<file path="config.mk">
export PLATFORM = sky130hd
export DESIGN_NAME = bd_framer
export DESIGN_NICKNAME = d
export VERILOG_FILES = /design/src/rtl/bd_framer_pkg.sv /design/src/rtl/bd_fr_clkgen.sv /design/src/rtl/bd_fr_timing.sv /design/src/rtl/bd_fr_tx.sv /design/src/rtl/bd_fr_rx.sv /design/src/rtl/bd_framer.sv
export SDC_FILE = /design/constraint.sdc
export NUM_CORES = 1
export LEC_CHECK = 0
export BUFFER_PORTS_ARGS = -buffer_cell sky130_fd_sc_hd__buf_2
export CAP_MARGIN = 40
export CORE_MARGIN = 1
export CORE_UTILIZATION = 59
export CTS_CLUSTER_SIZE = 16
export DETAILED_ROUTE_END_ITERATION = 10
export MAX_ROUTING_LAYER = met4
export PLACE_DENSITY_LB_ADDON = 0.25
export SETUP_SLACK_MARGIN = 0.5
export SLEW_MARGIN = 20
export SYNTH_ARGS = -nofsm -noshare
export SYNTH_HDL_FRONTEND = slang
export SYNTH_SLANG_ARGS = --single-unit
</file>
<file path="constraint.sdc">
create_clock -name clk -period 5.8 [get_ports clk]
set_input_delay 0.58 -clock clk [delete_from_list [all_inputs] [get_ports clk]]
set_output_delay 0.58 -clock clk [all_outputs]
set_load 0.03 [all_outputs]
</file>
<file path="src/rtl/bd_framer_pkg.sv">
package bd_framer_pkg;

  localparam int unsigned B_W = 8;
  localparam int unsigned D_W = 2;

  typedef enum logic {
    LAY_SPLIT = 1'b0,
    LAY_BLOCK = 1'b1
  } layout_e;

  typedef enum logic [1:0] {
    SL_NONE = 2'd0,
    SL_B1   = 2'd1,
    SL_B2   = 2'd2,
    SL_D    = 2'd3
  } slot_kind_e;

  typedef struct packed {
    slot_kind_e kind;
    logic [2:0] idx;
  } slot_t;

  // Split layout positions
  localparam int unsigned SP_B1_START = 0;
  localparam int unsigned SP_D_HI     = 8;
  localparam int unsigned SP_B2_START = 10;
  localparam int unsigned SP_D_LO     = 18;
  // Block layout positions
  localparam int unsigned BK_B1_START = 0;
  localparam int unsigned BK_B2_START = 8;
  localparam int unsigned BK_D_HI     = 24;
  localparam int unsigned BK_D_LO     = 25;

  // Last active position of a layout
  function automatic int unsigned last_pos(layout_e lay);
    return (lay == LAY_SPLIT) ? SP_D_LO : BK_D_LO;
  endfunction

  // What a bit position carries, and which bit of the field
  function automatic slot_t slot_of(layout_e lay, int unsigned pos);
    slot_t s;
    s.kind = SL_NONE;
    s.idx  = 3'd0;
    if (lay == LAY_SPLIT) begin
      if (pos < SP_B1_START + B_W) begin
        s.kind = SL_B1;
        s.idx  = 3'(SP_B1_START + B_W - 1 - pos);
      end else if (pos == SP_D_HI) begin
        s.kind = SL_D;
        s.idx  = 3'd1;
      end else if (pos >= SP_B2_START && pos < SP_B2_START + B_W) begin
        s.kind = SL_B2;
        s.idx  = 3'(SP_B2_START + B_W - 1 - pos);
      end else if (pos == SP_D_LO) begin
        s.kind = SL_D;
        s.idx  = 3'd0;
      end
    end else begin
      if (pos < BK_B1_START + B_W) begin
        s.kind = SL_B1;
        s.idx  = 3'(BK_B1_START + B_W - 1 - pos);
      end else if (pos >= BK_B2_START && pos < BK_B2_START + B_W) begin
        s.kind = SL_B2;
        s.idx  = 3'(BK_B2_START + B_W - 1 - pos);
      end else if (pos == BK_D_HI) begin
        s.kind = SL_D;
        s.idx  = 3'd1;
      end else if (pos == BK_D_LO) begin
        s.kind = SL_D;
        s.idx  = 3'd0;
      end
    end
    return s;
  endfunction

  // Serial level for a slot; idle level 1 where nothing is carried
  function automatic logic tx_bit(slot_t s, logic [B_W-1:0] b1,
                                  logic [B_W-1:0] b2, logic [D_W-1:0] d);
    logic v;
    case (s.kind)
      SL_B1:   v = b1[s.idx];
      SL_B2:   v = b2[s.idx];
      SL_D:    v = d[s.idx[0]];
      default: v = 1'b1;
    endcase
    return v;
  endfunction

endpackage

</file>
<file path="src/rtl/bd_fr_clkgen.sv">
module bd_fr_clkgen #(
  parameter int unsigned CLK_DIV    = 4,
  parameter int unsigned FRAME_BITS = 64
) (
  input  logic clk,
  input  logic rst_n,
  input  logic en_i,
  output logic bclk_o,
  output logic fsync_o
);
  localparam int unsigned DIV_W = (CLK_DIV > 1) ? $clog2(CLK_DIV) : 1;
  localparam int unsigned CNT_W = $clog2(FRAME_BITS);
  localparam logic [DIV_W-1:0] DIV_LAST = DIV_W'(CLK_DIV - 1);
  localparam logic [CNT_W-1:0] BIT_LAST = CNT_W'(FRAME_BITS - 1);
  localparam logic [CNT_W-1:0] HALF     = CNT_W'(FRAME_BITS / 2);

  logic [DIV_W-1:0] div_q;
  logic [CNT_W-1:0] bit_q;
  logic [CNT_W-1:0] bit_nxt;

  assign bit_nxt = (bit_q == BIT_LAST) ? '0 : bit_q + 1'b1;

  always_ff @(posedge clk or negedge rst_n) begin
    if (!rst_n) begin
      div_q   <= '0;
      bit_q   <= '0;
      bclk_o  <= 1'b0;
      fsync_o <= 1'b0;
    end else if (!en_i) begin
      div_q   <= '0;
      bit_q   <= '0;
      bclk_o  <= 1'b0;
      fsync_o <= 1'b0;
    end else if (div_q == DIV_LAST) begin
      div_q  <= '0;
      bclk_o <= ~bclk_o;
      if (!bclk_o) begin
        bit_q   <= bit_nxt;
        fsync_o <= (bit_nxt < HALF);
      end
    end else begin
      div_q <= div_q + 1'b1;
    end
  end
endmodule

</file>
<file path="src/rtl/bd_fr_timing.sv">
module bd_fr_timing #(
  parameter int unsigned FRAME_BITS = 64,
  parameter int unsigned POS_W      = $clog2(FRAME_BITS)
) (
  input  logic             clk,
  input  logic             rst_n,
  input  logic             bclk_lvl_i,
  input  logic             fs_lvl_i,
  input  logic             lay_i,
  output logic             rise_o,
  output logic             fall_o,
  output logic             sync_o,
  output logic [POS_W-1:0] pos_q,
  output logic [POS_W-1:0] pos_n,
  output logic             lay_q,
  output logic             lay_n
);
  localparam logic [POS_W-1:0] POS_MAX = POS_W'(FRAME_BITS - 1);

  logic lvl_q;
  logic fs_seen_q;
  logic pend_q;

  assign rise_o = bclk_lvl_i & ~lvl_q;
  assign fall_o = ~bclk_lvl_i & lvl_q;
  assign sync_o = rise_o & pend_q;

  // Saturating position: stays parked past the active region until a sync
  always_comb begin
    pos_n = pos_q;
    lay_n = lay_q;
    if (sync_o) begin
      pos_n = '0;
      lay_n = lay_i;
    end else if (rise_o && pos_q != POS_MAX) begin
      pos_n = pos_q + 1'b1;
    end
  end

  always_ff @(posedge clk or negedge rst_n) begin
    if (!rst_n) begin
      lvl_q     <= 1'b0;
      fs_seen_q <= 1'b0;
      pend_q    <= 1'b0;
      pos_q     <= POS_MAX;
      lay_q     <= 1'b0;
    end else begin
      lvl_q <= bclk_lvl_i;
      pos_q <= pos_n;
      lay_q <= lay_n;
      if (fall_o) begin
        fs_seen_q <= fs_lvl_i;
        if (fs_lvl_i && !fs_seen_q) pend_q <= 1'b1;
      end else if (rise_o) begin
        pend_q <= 1'b0;
      end
    end
  end
endmodule

</file>
<file path="src/rtl/bd_fr_tx.sv">
module bd_fr_tx
  import bd_framer_pkg::*;
#(
  parameter int unsigned POS_W = 6
) (
  input  logic             clk,
  input  logic             rst_n,
  input  logic             rise_i,
  input  logic             sync_i,
  input  logic [POS_W-1:0] pos_n_i,
  input  logic             lay_n_i,
  input  logic [B_W-1:0]   b1_i,
  input  logic [B_W-1:0]   b2_i,
  input  logic [D_W-1:0]   d_i,
  output logic             txd_o
);
  logic [B_W-1:0] b1_q, b2_q;
  logic [D_W-1:0] d_q;
  logic [B_W-1:0] b1_use, b2_use;
  logic [D_W-1:0] d_use;
  slot_t          slot_w;

  assign b1_use = sync_i ? b1_i : b1_q;
  assign b2_use = sync_i ? b2_i : b2_q;
  assign d_use  = sync_i ? d_i  : d_q;
  assign slot_w = slot_of(layout_e'(lay_n_i), int'(pos_n_i));

  always_ff @(posedge clk or negedge rst_n) begin
    if (!rst_n) begin
      b1_q  <= '0;
      b2_q  <= '0;
      d_q   <= '0;
      txd_o <= 1'b1;
    end else begin
      if (sync_i) begin
        b1_q <= b1_i;
        b2_q <= b2_i;
        d_q  <= d_i;
      end
      if (rise_i) txd_o <= tx_bit(slot_w, b1_use, b2_use, d_use);
    end
  end
endmodule

</file>
<file path="src/rtl/bd_fr_rx.sv">
module bd_fr_rx
  import bd_framer_pkg::*;
#(
  parameter int unsigned POS_W = 6
) (
  input  logic             clk,
  input  logic             rst_n,
  input  logic             fall_i,
  input  logic [POS_W-1:0] pos_i,
  input  logic             lay_i,
  input  logic             rxd_i,
  output logic [B_W-1:0]   b1_o,
  output logic [B_W-1:0]   b2_o,
  output logic [D_W-1:0]   d_o,
  output logic             valid_o
);
  logic [B_W-1:0] acc_b1_q, acc_b2_q, nb1, nb2;
  logic [D_W-1:0] acc_d_q, nd;
  slot_t          slot_w;
  logic           last_w;

  assign slot_w = slot_of(layout_e'(lay_i), int'(pos_i));
  assign last_w = fall_i && (int'(pos_i) == last_pos(layout_e'(lay_i)));

  always_comb begin
    nb1 = acc_b1_q;
    nb2 = acc_b2_q;
    nd  = acc_d_q;
    if (fall_i) begin
      case (slot_w.kind)
        SL_B1:   nb1[slot_w.idx]    = rxd_i;
        SL_B2:   nb2[slot_w.idx]    = rxd_i;
        SL_D:    nd[slot_w.idx[0]]  = rxd_i;
        default: ;
      endcase
    end
  end

  always_ff @(posedge clk or negedge rst_n) begin
    if (!rst_n) begin
      acc_b1_q <= '0;
      acc_b2_q <= '0;
      acc_d_q  <= '0;
      b1_o     <= '0;
      b2_o     <= '0;
      d_o      <= '0;
      valid_o  <= 1'b0;
    end else begin
      acc_b1_q <= nb1;
      acc_b2_q <= nb2;
      acc_d_q  <= nd;
      valid_o  <= last_w;
      if (last_w) begin
        b1_o <= nb1;
        b2_o <= nb2;
        d_o  <= nd;
      end
    end
  end
endmodule

</file>
<file path="src/rtl/bd_framer.sv">
module bd_framer
  import bd_framer_pkg::*;
#(
  parameter int unsigned CLK_DIV    = 4,
  parameter int unsigned FRAME_BITS = 64
) (
  input  logic           clk,
  input  logic           rst_n,
  input  logic           master_i,
  input  logic           layout_i,
  input  logic           bclk_i,
  input  logic           fsync_i,
  output logic           bclk_o,
  output logic           fsync_o,
  output logic           txd_o,
  input  logic           rxd_i,
  input  logic [B_W-1:0] tx_b1_i,
  input  logic [B_W-1:0] tx_b2_i,
  input  logic [D_W-1:0] tx_d_i,
  output logic [B_W-1:0] rx_b1_o,
  output logic [B_W-1:0] rx_b2_o,
  output logic [D_W-1:0] rx_d_o,
  output logic           rx_valid_o
);
  localparam int unsigned POS_W = $clog2(FRAME_BITS);

  // Named internal events, also observed by the checker
  logic             gen_bclk_w, gen_fs_w;
  logic             bclk_lvl_w, fs_lvl_w;
  logic             rise_w, fall_w, sync_w;
  logic [POS_W-1:0] pos_w, pos_nxt_w;
  logic             lay_w, lay_nxt_w;

  bd_fr_clkgen #(.CLK_DIV(CLK_DIV), .FRAME_BITS(FRAME_BITS)) u_gen (
    .clk(clk), .rst_n(rst_n), .en_i(master_i),
    .bclk_o(gen_bclk_w), .fsync_o(gen_fs_w)
  );

  assign bclk_o     = gen_bclk_w;
  assign fsync_o    = gen_fs_w;
  assign bclk_lvl_w = master_i ? gen_bclk_w : bclk_i;
  assign fs_lvl_w   = master_i ? gen_fs_w   : fsync_i;

  bd_fr_timing #(.FRAME_BITS(FRAME_BITS), .POS_W(POS_W)) u_tim (
    .clk(clk), .rst_n(rst_n),
    .bclk_lvl_i(bclk_lvl_w), .fs_lvl_i(fs_lvl_w), .lay_i(layout_i),
    .rise_o(rise_w), .fall_o(fall_w), .sync_o(sync_w),
    .pos_q(pos_w), .pos_n(pos_nxt_w), .lay_q(lay_w), .lay_n(lay_nxt_w)
  );

  bd_fr_tx #(.POS_W(POS_W)) u_tx (
    .clk(clk), .rst_n(rst_n), .rise_i(rise_w), .sync_i(sync_w),
    .pos_n_i(pos_nxt_w), .lay_n_i(lay_nxt_w),
    .b1_i(tx_b1_i), .b2_i(tx_b2_i), .d_i(tx_d_i), .txd_o(txd_o)
  );

  bd_fr_rx #(.POS_W(POS_W)) u_rx (
    .clk(clk), .rst_n(rst_n), .fall_i(fall_w), .pos_i(pos_w),
    .lay_i(lay_w), .rxd_i(rxd_i),
    .b1_o(rx_b1_o), .b2_o(rx_b2_o), .d_o(rx_d_o), .valid_o(rx_valid_o)
  );
endmodule

</file>
# Word level (Yosys, flattened, before mapping)
# Cells that the tools add are included.
[totals] register_bits=76 inputBits=25 output_inout_bits=22
[classes] addsub=9 n_lt_le_gt_ge=17 eq_ne=21 muxes=61 bitwise=6 n_reduce_logical=13
[op_table] op="two-way mux 5 bit" count=18
[op_table] op="two-way mux 8 bit" count=6
[op_table] op="== test 6 x 5 -> 1 bit (second input constant)" count=6
[op_table] op="two-way mux 6 bit" count=6
[op_table] op=">= comparator 6 x 4 -> 1 bit (second input constant)" count=4
[op_table] op="less-than comparator 6 x 5 -> 1 bit (second input constant)" count=4
[op_table] op="two-way mux 1 bit" count=17
[op_table] op="bitwise mux 8 bit" count=2
[op_table] op="adder 6 x 1 -> 6 bit (second input constant)" count=2
[op_table] op="== test 6 x 4 -> 1 bit (second input constant)" count=2
[op_table] op="less-than comparator 6 x 4 -> 1 bit (second input constant)" count=2
[op_table] op="subtractor 3 bit (first input constant)" count=4
[op_table] op="== test 2 bit (second input constant)" count=5
[op_table] op="two-way mux 2 bit" count=5
[op_table] op="logical AND 1 bit" count=9
[op_table] op="less-than comparator 3 x 4 -> 1 bit (second input constant)" count=2
[op_table] op="binary-select mux 1 bit (select 3 bit)" count=2
[op_table] op="== test 6 x 5 -> 1 bit" count=1
[op_table] op="== test 6 bit (second input constant)" count=1
[op_table] op="less-than comparator 6 bit (second input constant)" count=1
[op_table] op="!= test 6 bit (second input constant)" count=1
[op_table] op="subtractor 1 x 3 -> 3 bit (first input constant)" count=2
[op_table] op="== test 2 x 1 -> 1 bit (second input constant)" count=2
[op_table] op="less-than comparator 1 x 2 -> 1 bit (second input constant)" count=2
[op_table] op="other kinds (15)" count=21

# Logic depth before layout (Yosys ltp)
# Gate-level depths: netlist of run 1.
[logic_depth] depth_word=14 mapped_depth=16 depth_no_buf=15

# Cells and area by module
# From an unflattened synthesis of run 1, not the netlist that was laid out.
[unflattened] cells_unflattened=361 area_unflattened_um2=4048.9
[modules_own_cells] module="bd_fr_rx" n_inst=1 cells_per_inst=164 area_each_um2=1871.8 seq_area_each_um2=925.9
[modules_own_cells] module="bd_fr_tx" n_inst=1 cells_per_inst=102 area_each_um2=1134.8 seq_area_each_um2=476.7
[modules_own_cells] module="bd_fr_clkgen" n_inst=1 cells_per_inst=49 area_each_um2=520.5 seq_area_each_um2=250.2
[modules_own_cells] module="bd_fr_timing" n_inst=1 cells_per_inst=44 area_each_um2=499.2 seq_area_each_um2=257.7
[modules_own_cells] module="bd_framer" n_inst=1 cells_per_inst=2 area_each_um2=22.5 seq_area_each_um2=0.0

# Least setup slack after synthesis of run 1
# No wires, ideal clock.
[synth_timing] kind="flip-flop to flip-flop" startpoint="register u_tim.pos_q[0]" endpoint="register u_tx.txd_o" setup_time_ns=0.083 t_arrival_ns=3.968 required_time_ns=5.717 slack_ns=1.750 stages_incl_launch_ff=17 n_path_buf=1 synth_period_minus_slack_ns=4.050 path_cell_list="dfstp_2 clkbuf_1 inv_1 ha_1 inv_1 o311a_2 inv_1 ha_1 nand2_1 o32a_1 a41oi_1 a211oi_2 or3_1 o211a_1 or4_1 nor3_1 nor3_1"
[synth_via] elab_chain_len=13 elab_cells_between_ends=38 classes_between="add/sub: 4; order compare: 5; eq/ne: 8; mux: 18; reduce/logical: 3"
[synth_rtl] element="start: declaration" line="bd_fr_timing.sv:13" text="output logic [POS_W-1:0] pos_q,"
[synth_rtl] element="start signal: assignment" line="bd_fr_timing.sv:49" text="pos_q <= pos_n;"
[synth_rtl] element="parallel branches: the longest is 2 deep, another holds adder 6 x 1 -> 6 bit"
[synth_rtl] element="two-way mux 6 bit (*)" line="bd_fr_timing.sv:35" text="end else if (rise_o && pos_q != POS_MAX) begin"
[synth_rtl] element="two-way mux 6 bit (*)" line="bd_fr_timing.sv:32" text="if (sync_o) begin"
[synth_rtl] element="named net pos_nxt_w[1]" line="bd_framer.sv:31" text="logic [POS_W-1:0] pos_w, pos_nxt_w;"
[synth_rtl] element=">= comparator 6 x 4 -> 1 bit / less-than comparator 6 x 5 -> 1 bit (equally long branches)" line="bd_framer_pkg.sv:51" text="end else if (pos >= SP_B2_START && pos < SP_B2_START + B_W) begin"
[synth_rtl] element="logical AND 1 bit" line="bd_framer_pkg.sv:51"
[synth_rtl] element="two-way mux 5 bit" line="bd_framer_pkg.sv:51"
[synth_rtl] element="two-way mux 5 bit" line="bd_framer_pkg.sv:48" text="end else if (pos == SP_D_HI) begin"
[synth_rtl] element="two-way mux 5 bit" line="bd_framer_pkg.sv:45" text="if (pos < SP_B1_START + B_W) begin"
[synth_rtl] element="two-way mux 5 bit (*)" line="bd_framer_pkg.sv:44" text="if (lay == LAY_SPLIT) begin"
[synth_rtl] element="binary-select mux 1 bit (select 3 bit) (tied with other cells)" line="bd_framer_pkg.sv:82" text="SL_B2: v = b2[s.idx];"
[synth_rtl] element="two-way mux 1 bit (on tied branches)" line="bd_framer_pkg.sv:82, bd_framer_pkg.sv:81, bd_framer_pkg.sv:83"
[synth_rtl] element="case mux 1 bit (3 select lines) (*)" line="bd_framer_pkg.sv:80" text="case (s.kind)"
[synth_rtl] element="end signal: assignment" line="bd_fr_tx.sv:40" text="if (rise_i) txd_o <= tx_bit(slot_w, b1_use, b2_use, d_use);"
[synth_rtl] element="end: declaration" line="bd_fr_tx.sv:15" text="output logic txd_o"
# Mark *: on every way through the listed nets, which the timed path passes. The select of a mux whose other input is x is not followed.
# A chain may end at the register's enable or synchronous reset.

# Worst setup path in the final report of run 1
# Same ends and word-level chain as after synthesis.

==> impl_results.md, run 1 <==
* Status: finished, final reports clean
* Max VDD drop at 0.286 mV
* Routed vias at around 3300
* Power Density at 476 nW/um^2
* Crit path DAT at 4.57 ns
* Fin crit period at 4.28 ns
* Post-synthesis net count at 437
* Leak Pwr at roughly 2.2 nW
* Worst-path clk slew at 0.09 ns
* Critical Path Sink Type: flip-flop
* GPL Wtd Cong at between 0.8 and 0.9
* Worst Path Required at 6.08 ns
* Top FF cell, synth: dfrtp_1
* Initial Utilization at 0.616
* Register area at approximately 1900 sq um
* Area delta synth->final at 13.0%
* Setup bufs post-CTS at 0
* Vias per cell at between 5 and 6
* DRT antenna net count at 0
* Vias in the first global route at 3224
* Final Setup Violations at 0
* Layout cells sized above 1 at 0.314
* First-pass GRT wire length at about 15000 um
* Register area share after synthesis at 0.454
* Max Clock Skew at 0.0110 ns
* GRT Total Usage at 0.272
* DIE WIDTH at 86.5 um
* Mapped Avg Cell Area at 10.5 sq um
* Part of the cycle the worst path needs at 0.738
* Core Region at 6830 sq um
* Hold Path Class: primary input to asynchronous set/reset pin
* CTS tree: built
* Clock Latency Late Sink at 0.35 ns
* Yosys cell types at 69
* PnR Total Power at 2.26 mW
* Area after DPL at 4530 sq um
* Combined area of the multi-input logic cells at 2150 sq um
* Antenna diode count at 0
* Routed WL at a little under 9000 um
* Fillcell total at around 530
* Hold-fix buffers at CTS at 0
* RSZ-0062 raised after global routing: no
* Drt drc at 0
* FF+latch count, synth at 76
* Worst Tran Pin Value at ~0.76 ns
* Row count at 30
* IO Pins at 47
* Critical path peak fanout at 17
* Async set-reset flop share out of synthesis at 1.00
* EDFF count, synth at 0
* Global route overflow at 0
* Clock net sink count at 76
* Final hold vios at 0
* Synth Instances at between 400 and 500
* Startpoint types: flip-flop
* WHS at roughly 0.16 ns
* Antenna violations before repair at 0
* CTS resizes at 0
* Post-route cell area at 4760 sq um
* TritonCTS buffer count at 9
* Clock root buffer: clkbuf_8
* First-pass detailed-route iteration total at 4
* Slew Limit Fails at 0
* Max-Cap Viols at 0
* Largest net degree at the start of global routing at 46
* IO buf count at 46
* H-tree depth reported by CTS at 3
* Wire per inst at ~16 um
* Height of the die at around 86 um
* Synth warn at 0
* Die area at 7470 sq um
* Setup tns final at 0 ns
* Synthesized area at around 4200 sq um
* Maximum clock path buffer count at 2
* Max Fclk at 0.233 GHz
* DRT iter0 DRCs at 260
* Fin nets at approximately 480
* Critical path type: flip-flop to flip-flop
* Worst slew margin at 0.496
* Hpwl dp at 6430 um
critical path: stages, from the launching register on:
cell      delay (ns)
dfstp_2         0.72
ha_1            0.30
nand4_1         0.14
o211ai_1        0.32
o311a_2         0.28
inv_1           0.17
ha_1            0.29
nand4b_1        0.11
o32a_1          0.18
a41oi_1         0.17
a211oi_2        0.35
nor2_1          0.18
o211a_1         0.23
or4_1           0.52
nor3_1          0.19
nor3_1          0.08
area by class of cell:
type	instances	share of cell area
clock buffer	9	0.0260
clock inverter	7	0.0221
inverter	21	0.0168
multi-input combinational	290	0.452
sequential	76	0.402
tap	96	0.0253
timing repair buffer	49	0.0563
kinds of logic (layout without fill, tap and decap cells):
family,count (synthesis),after routing,synth area share
AND/OR/NAND/NOR,141,141,0.172
flip-flops,76,76,0.454
AO/OA/AOI/OAI,78,78,0.148
XOR/XNOR,2,2,0.00416
buffers and inverters,36,86,0.0354
adder cells (fa/ha/maj),10,10,0.0297
multiplexers,59,59,0.156
layer usage:
metal  share of wire  vias up  track usage  routed length, um
li1                -     1562            -                  -
met1            0.48     1597        0.379               4190
met2            0.48       91        0.416               4210
met3           0.034       16       0.0362                297
met4           0.013        0       0.0894                114
met5               0        -            -                  0
layout by cell type (no fill, tap or decap), types with 5 or more instances in the layout:
cell	n
nand2b_1	8
or3_1	5
nor3_1	14
mux2i_1	6
inv_1	18
mux2_2	53
buf_2	45
a21oi_1	10
nand4_1	9
nor2_1	27
nand3_1	7
clkbuf_8	9
dfrtp_1	69
nand2_1	35
ha_1	10
o211ai_1	6
nor2b_1	11
and2_1	6
o21ai_0	14
dfstp_2	7
synthesized netlist by cell type (2+ instances only):
cell type | n | area [sq um]
a2111oi_0 | 2 | 17.5
a21boi_0 | 4 | 30.0
a21oi_1 | 10 | 50.1
a22oi_1 | 3 | 22.5
a2bb2oi_1 | 2 | 17.5
a31oi_1 | 4 | 25.0
and2_1 | 6 | 37.5
and3_1 | 4 | 25.0
and4_1 | 2 | 17.5
buf_2 | 3 | 15.0
clkbuf_1 | 9 | 33.8
dfrtp_1 | 69 | 1730
dfstp_2 | 7 | 184
ha_1 | 10 | 125
inv_1 | 18 | 67.6
inv_2 | 2 | 7.51
mux2_2 | 53 | 597
mux2i_1 | 6 | 60.1
nand2_1 | 35 | 131
nand2b_1 | 8 | 50.1
nand3_1 | 7 | 35.0
nand4_1 | 9 | 56.3
nor2_1 | 27 | 101
nor2b_1 | 11 | 68.8
nor3_1 | 14 | 70.1
nor3b_1 | 2 | 15.0
nor4_1 | 2 | 12.5
o211a_1 | 4 | 40.0
o211ai_1 | 6 | 45.0
o21ai_0 | 14 | 70.1
o22ai_2 | 3 | 37.5
o311ai_0 | 2 | 17.5
o31a_1 | 2 | 17.5
or3_1 | 5 | 31.3
or4_1 | 2 | 15.0
xnor2_1 | 2 | 17.5
flip-flops by register name (all words and copies together) (netlist names), 6 cells and up:
| signal | flops |
|---|---|
| u_rx.acc_b1_q | 8 |
| u_rx.acc_b2_q | 8 |
| u_rx.b1_o | 8 |
| u_rx.b2_o | 8 |
| u_tx.b1_q | 8 |
| u_tx.b2_q | 8 |
| u_gen.bit_q | 6 |
| u_tim.pos_q | 6 |
per-stage QoR:
step,std cells,worst slack (ns),util
global route,548,1.20,0.696
global placement,531,1.38,0.660
CTS,548,1.56,0.696
detailed placement,532,1.27,0.663
finish,548,1.52,0.696
floorplan,402,1.75,-
final timing paths:
| check | start | to | slack, ns | depth (start not counted) |
|---|---|---|---|---|
| max | u_tim.pos_q[0] | u_tx.txd_o | 1.52 | 15 |
| min | rst_n | u_gen.bit_q[0] | 0.16 | 1 |
| max reg2reg | u_tim.pos_q[0] | u_tx.txd_o | 1.52 | 15 |
| min reg2reg | u_gen.div_q[0] | u_gen.div_q[0] | 0.45 | 1 |
| max in group asynchronous | rst_n | u_rx.acc_b2_q[7] | 5.06 | 2 |
| min in group clk | u_gen.div_q[0] | u_gen.div_q[0] | 0.45 | 1 |
power breakdown:
part	leakage (nW)	switching [mW]	internal, mW
combinational	1.11	0.595	0.406
sequential	0.982	0.111	0.687
clock	0.112	0.215	0.249
Power figures use the tool's default switching activity.
==> inputs of run 2 (changes only) <==
- clock period: 5.8 -> 4.1 ns (I/O delays scaled with it)
==> impl_results.md, run 2 (synthesis results as in run 1) <==
* DRT iter0 DRCs at 435 (+67%)
* IO buf count at 46 (unchanged)
* Area delta synth->final at 21.8%
* Max-Cap Viols at 0 (unchanged)
* Initial Utilization at 0.616 (unchanged)
* Fin nets at 507 (+5.2%)
* Power Density at 723 nW/um^2 (+52%)
* DRT antenna net count at 0 (unchanged)
* Max Clock Skew at 0.0190 ns (+0.00797 ns)
* First-pass detailed-route iteration total at 5 (+1)
* Routed vias at 3662 (+12%)
* Leak Pwr at 2.35 nW (+6.5%)
* Clock net sink count at 76 (unchanged)
* Clock root buffer: clkbuf_8
* Sequential power share at 0.304 (-0.049)
* Wire per inst at 18.7 um (+16%)
* Cell-internal power at 2.12 mW (+58%)
* Maximum clock path buffer count at 2 (unchanged)
* Critical path peak fanout at 4 (-13)
* Worst Path Required at 4.39 ns (-1.69 ns)
* Met2 wire len at 4840 um (+15%)
* First-pass GRT wire length at 16400 um (+6.8%)
* Reg2reg path depth at 18 (+3)
* IO Pins at 47 (unchanged)
* Critical path type: flip-flop to flip-flop
* Switching power share of the total at 0.427 (+0.0200)
* Largest net degree at the start of global routing at 56 (+22%)
* Height of the die at 86.5 um (unchanged)
* TritonCTS buffer count at 9 (unchanged)
* Setup tns final at 0 ns (unchanged)
* Worst R2R End: u_tx.txd_o
* Max Fclk at 0.260 GHz (+11%)
* Antenna diode count at 0 (unchanged)
* CP startpoint: u_tim.pos_q[0]
* Clock Latency Late Sink at 0.36 ns (about the same)
* Global route overflow at 0 (unchanged)
* Worst Tran Pin Value at 0.807 ns (+0.0517 ns)
* Vias per cell at 6.39 (+7.2%)
* Status: finished, final reports clean
* Worst setup path end: u_tx.txd_o
* Fillcell total at 452 (-15%)
* Net Switching at 1.58 mW (+72%)
* Final hold vios at 0 (unchanged)
* Worst slew margin at 0.462 (-0.0345)
* Routed WL at 10700 um (+22%)
* Crit path DAT at 4.14 ns (-0.43 ns)
* Logic pwr share at 0.535 (+0.092)
* CTS tree: built
* Hold Path Class: primary input to flip-flop
* Critical Path Sink Type: flip-flop
* Metal-1 WL at 4640 um (+11%)
* Antenna violations before repair at 0 (unchanged)
* Clock power frac at 0.161 (-0.044)
* DIE WIDTH at 86.5 um (unchanged)
* Max VDD drop at 0.428 mV (+50%)
* Die area at 7470 sq um (unchanged)
* Layout cells sized above 1 at 0.405 (+0.0905)
* Worst-path clk slew at 0.10 ns (about the same)
* Final Setup Violations at 0 (unchanged)
* Commonest non-fill, non-tap cell in the layout: dfrtp_1
* Met3 wire length at 846 um (+180%)
* H-tree depth reported by CTS at 3 (unchanged)
* Row count at 30 (unchanged)
* GPL Wtd Cong at 0.952 (+11%)
* Hpwl dp at 6380 um (-0.77%)
* Post-Layout Cell Count at 573 (+4.6%)
* Fin crit period at 3.85 ns (-0.436 ns)
* Most frequent cells in the layout: 68 x dfrtp_1, 53 x mux2_2, 45 x buf_2
* GRT Total Usage at 0.294 (+0.0215)
* Startpoint types: flip-flop
* Part of the cycle the worst path needs at 0.938 (+0.200)
* R2R Path Start: u_tim.pos_q[0]
* Vias in the first global route at 3329 (+3.3%)
* Inst Count DP at 533 (+0.19%)
* Max Used Layer: met4
* RSZ-0062 raised after global routing: yes
* Slew Limit Fails at 0 (unchanged)
* Core Region at 6830 sq um (unchanged)
* Drt drc at 0 (unchanged)
* Reg-to-reg setup timing slack at 0.25 ns (-1.26 ns)
==> run 2: cell type report <==
type / count / area (sq um) / area share
clock inverters: 7 / 80.1 / 0.0156
clock buffers: 9 / 124 / 0.0242
repair buffers: 74 / 480 / 0.0937
multi-input cells: 290 / 2320 / 0.452
well taps: 96 / 120 / 0.0234
flip-flops and latches: 76 / 1920 / 0.374
inverters: 21 / 87.6 / 0.0171
==> run 2: worst max-delay path: stages, from the launching register on <==
cell      delay (ns)
dfstp_2         0.55
buf_6           0.10
ha_4            0.14
nand4_1         0.13
o211ai_1        0.34
o311a_4         0.29
inv_6           0.05
ha_4            0.17
nand4b_1        0.14
o32a_1          0.25
a41oi_2         0.15
a211oi_2        0.29
buf_4           0.17
buf_6           0.09
nor3_1          0.05
o211a_1         0.14
or4_4           0.54
nor3_4          0.13
nor3_2          0.05
==> run 2: what timing repair did <==
| item | CTS | global route |
|---|---|---|
| gates resized for setup | 18 | 22 |
| hold endpoints to repair | 16 | 0 |
| pin swaps | 15 | 15 |
| gates cloned | 0 | 0 |
| buffers inserted | 14 | 9 |
| endpoints found under the setup margin | 1 | 1 |
| hold buffers | 1 | 0 |
==> run 2: per-layer routing <==
metal / up-vias / global-route usage
met5: - / -
met4: 0 / 0.139
met3: 54 / 0.0476
met2: 219 / 0.416
met1: 1781 / 0.414
li1: 1608 / -
==> run 2: stage by stage <==
stage	area (sq um)	utilization	hold WS, ns	setup slack [ns]	power [mW]
2_1_floorplan	4240	-	0.114	0.505	2.22
3_5_place_dp	4570	0.668	0.328	0.120	2.56
3_3_place_gp	4540	0.664	0.426	0.256	2.50
4_1_cts	4960	0.726	0.281	0.475	3.36
5_1_grt	5130	0.750	0.296	0.125	3.89
6_report	5130	0.750	0.304	0.253	3.70
==> run 2: how the worst min path moves through the flow <==
stage	end	startpoint	cells past startpoint	slack (ns)
2_1_floorplan	u_gen.bclk_o	rst_n	0	0.11
3_3_place_gp	u_gen.div_q[0]	u_gen.div_q[0]	1	0.43
3_5_place_dp	u_rx.acc_d_q[0]	rst_n	1	0.33
4_1_cts	u_tx.d_q[0]	tx_d_i[0]	3	0.28
5_1_grt	u_tx.b1_q[2]	tx_b1_i[2]	2	0.30
6_report	u_tx.b1_q[2]	tx_b1_i[2]	2	0.30
==> run 2: power groups by stage <==
stage / registers (mW) / logic, mW / clock network (mW)
floorplan: 1.07 / 1.15 / 0
global placement: 1.12 / 1.38 / 0
detailed placement: 1.14 / 1.42 / 0
CTS: 1.11 / 1.65 / 0.602
global route: 1.15 / 2.11 / 0.637
finish: 1.13 / 1.98 / 0.597
==> inputs of run 3 (changes only) <==
- CELL_PAD_IN_SITES_DETAIL_PLACEMENT: default -> 0
- CELL_PAD_IN_SITES_GLOBAL_PLACEMENT: default -> 1
- CORE_UTILIZATION: 59 -> 46
- CTS_CLUSTER_SIZE: 16 -> 28
- SKIP_CTS_REPAIR_TIMING: default -> 1
==> impl_results.md, run 3 (synthesis results as in run 1) <==
* Antenna diode count at 0 (unchanged)
* Post-Layout Cell Count at 579 (+1.0%)
* Fin crit period at 3.69 ns (-0.159 ns)
* Slew Limit Fails at 0 (unchanged)
* Clock root buffer: clkbuf_8
* RSZ-0062 raised after global routing: yes
* WP buf/inv at 4 (unchanged)
* Row count at 34 (+13%)
* Wire per inst at 16.4 um (-12%)
* Post-layout util at 0.571 (-0.180)
* CP startpoint: u_tim.pos_q[0]
* Crit-path most repeated cell: inv_1
* Clock net sink count at 76 (unchanged)
* Vias per cell at 5.74 (-10%)
* Fin nets at 501 (-1.2%)
* GPL Wtd Cong at 0.939 (-1.3%)
* GRT Total Usage at 0.208 (-0.0852)
* Net Switching at 1.42 mW (-10%)
* Hpwl dp at 6580 um (+3.1%)
* Critical Path Sink Type: flip-flop
* Leak Pwr at 2.32 nW (-1.4%)
* Vias in the first global route at 3086 (-7.3%)
* Failing checks: DRC
* Max VDD drop at 0.300 mV (-30%)
* Setup tns final at 0 ns (unchanged)
* Clock power frac at 0.174 (+0.013)
* Commonest non-fill, non-tap cell in the layout: dfrtp_1
* Combined area of the multi-input logic cells at 2260 sq um (-2.7%)
* Height of the die at 97.6 um (+13%)
* DRT iter0 DRCs at 173 (-60%)
* Global route overflow at 0 (unchanged)
* Area delta synth->final at 19.4%
* Power Density at 686 nW/um^2 (-5.1%)
* First-pass GRT wire length at 15300 um (-6.7%)
* PnR Total Power at 3.45 mW (-6.9%)
* Part of the cycle the worst path needs at 0.899 (-0.0389)
* Die area at 9530 sq um (+28%)
* Antenna violations before repair at 0 (unchanged)
* Switching power share of the total at 0.413 (-0.0144)
* Worst Tran Pin Value at 0.687 ns (-0.120 ns)
* Initial Utilization at 0.478 (-0.138)
* Max Clock Skew at 0.00890 ns (-0.0101 ns)
* DRT antenna net count at 0 (unchanged)
* CP delay by family, top: compound AO/OA/AOI/OAI gates
* Layout cells sized above 1 at 0.374 (-0.0309)
* Crit path largest cell delay at 0.60 ns (+0.05 ns)
* Slowest CP cell: dfstp_2
* Cell-internal power at 2.03 mW (-4.6%)
* First-pass detailed-route iteration total at 7 (+2)
* Drt drc at 2 (+2)
* Crit-path cells: buf_6 > inv_1 > ha_1 > inv_1 > o311a_4 > inv_8 > ha_4 > nand2_1 > o32a_1 > a41oi_2 > a211oi_4 > or3_1 > o211a_1 > or4_4 > nor3_2 > nor3_1
* Routed WL at 9520 um (-11%)
* Critical path peak fanout at 5 (+1)
* Clock Latency Late Sink at 0.34 ns (-0.02 ns)
* Fillcell total at 767 (+70%)
* Crit path DAT at 3.96 ns (-0.18 ns)
* CTS tree: built
* Worst-path clk slew at 0.08 ns (-0.02 ns)
* Largest net degree at the start of global routing at 51 (-8.9%)
* Final Setup Violations at 0 (unchanged)
* IO buf count at 46 (unchanged)
* Critical path type: flip-flop to flip-flop
* Register area at 1910 sq um (about the same)
* Maximum clock path buffer count at 2 (unchanged)
* IO Pins at 47 (unchanged)
* H-tree depth reported by CTS at 3 (unchanged)
* Inst Count DP at 549 (+3.0%)
* Worst slew margin at 0.542 (+0.0800)
* Status: finished with violations
* TritonCTS buffer count at 9 (unchanged)
* DIE WIDTH at 97.6 um (+13%)
* Worst Path Required at 4.37 ns (-0.02 ns)
* R2R Path Start: u_tim.pos_q[0]
* Logic pwr share at 0.505 (-0.030)
* Max-Cap Viols at 0 (unchanged)
* Worst Hold Launch: tx_b2_i[1]
* Routed vias at 3321 (-9.3%)
* Most frequent cells in the layout: 69 x dfrtp_1, 53 x mux2_2, 45 x buf_2
* Hold Path Class: primary input to flip-flop
* Sequential power share at 0.322 (+0.018)
* Final hold vios at 0 (unchanged)
* Startpoint types: flip-flop
* Max Fclk at 0.271 GHz (+4.3%)
* Core Region at 8810 sq um (+29%)
## run 3: changes by cell type in the layout (fill, tap and decap cells not counted), moves of 2 or more
cell / previous run / this run
buf_4: 23 / 20
ha_1: 6 / 8
inv_1: 13 / 15
buf_6: 4 / 1
o21ai_2: 0 / 2
nor3_1: 11 / 13
o21ai_4: 2 / 0
ha_4: 4 / 2
inv_6: 4 / 1
## run 3: area by class of cell
class / instances / share of cell area
Clock buffer: 10 / 0.0274
Clock inverter: 6 / 0.0142
Inverter: 21 / 0.0174
Multi-Input combinational cell: 290 / 0.449
Sequential cell: 76 / 0.381
Tap cell: 108 / 0.0269
Timing Repair Buffer: 68 / 0.0844
## run 3: metal layers
metal | vias to the layer above | share of wire | GRT usage
li1 | 1605 | - | -
met1 | 1598 | 0.49 | 0.300
met3 | 16 | 0.050 | 0.0417
met2 | 102 | 0.44 | 0.296
met5 | - | 0 | -
met4 | 0 | 0.017 | 0.0653
## run 3: worst paths after layout
kind / to / slack (ns) / depth (start not counted)
max: u_tx.txd_o / 0.41 / 16
min: u_tx.b2_q[1] / 0.31 / 2
max reg2reg: u_tx.txd_o / 0.41 / 16
min reg2reg: u_gen.div_q[0] / 0.44 / 1
max in group asynchronous: u_tim.pos_q[0] / 2.96 / 3
min in group asynchronous: u_tx.b1_q[7] / 0.53 / 2
## run 3: through the flow
| step | cell area, sq um | worst slack (ns) | hold WS, ns |
|---|---|---|---|
| floorplan | 4240 | 0.505 | 0.114 |
| CTS | 4820 | 0.256 | -0.0207 |
| finish | 5030 | 0.412 | 0.313 |
| detailed placement | 4610 | 0.213 | 0.356 |
| global route | 5030 | 0.280 | 0.304 |
| global placement | 4580 | 0.277 | 0.425 |
## run 3: power by group through the flow
stage / Sequential, mW / Combinational [mW] / Clock [mW]
floorplan: 1.07 / 1.15 / 0
global placement: 1.12 / 1.45 / 0
detailed placement: 1.13 / 1.47 / 0
CTS: 1.11 / 1.47 / 0.618
global route: 1.13 / 1.90 / 0.650
finish: 1.11 / 1.74 / 0.599
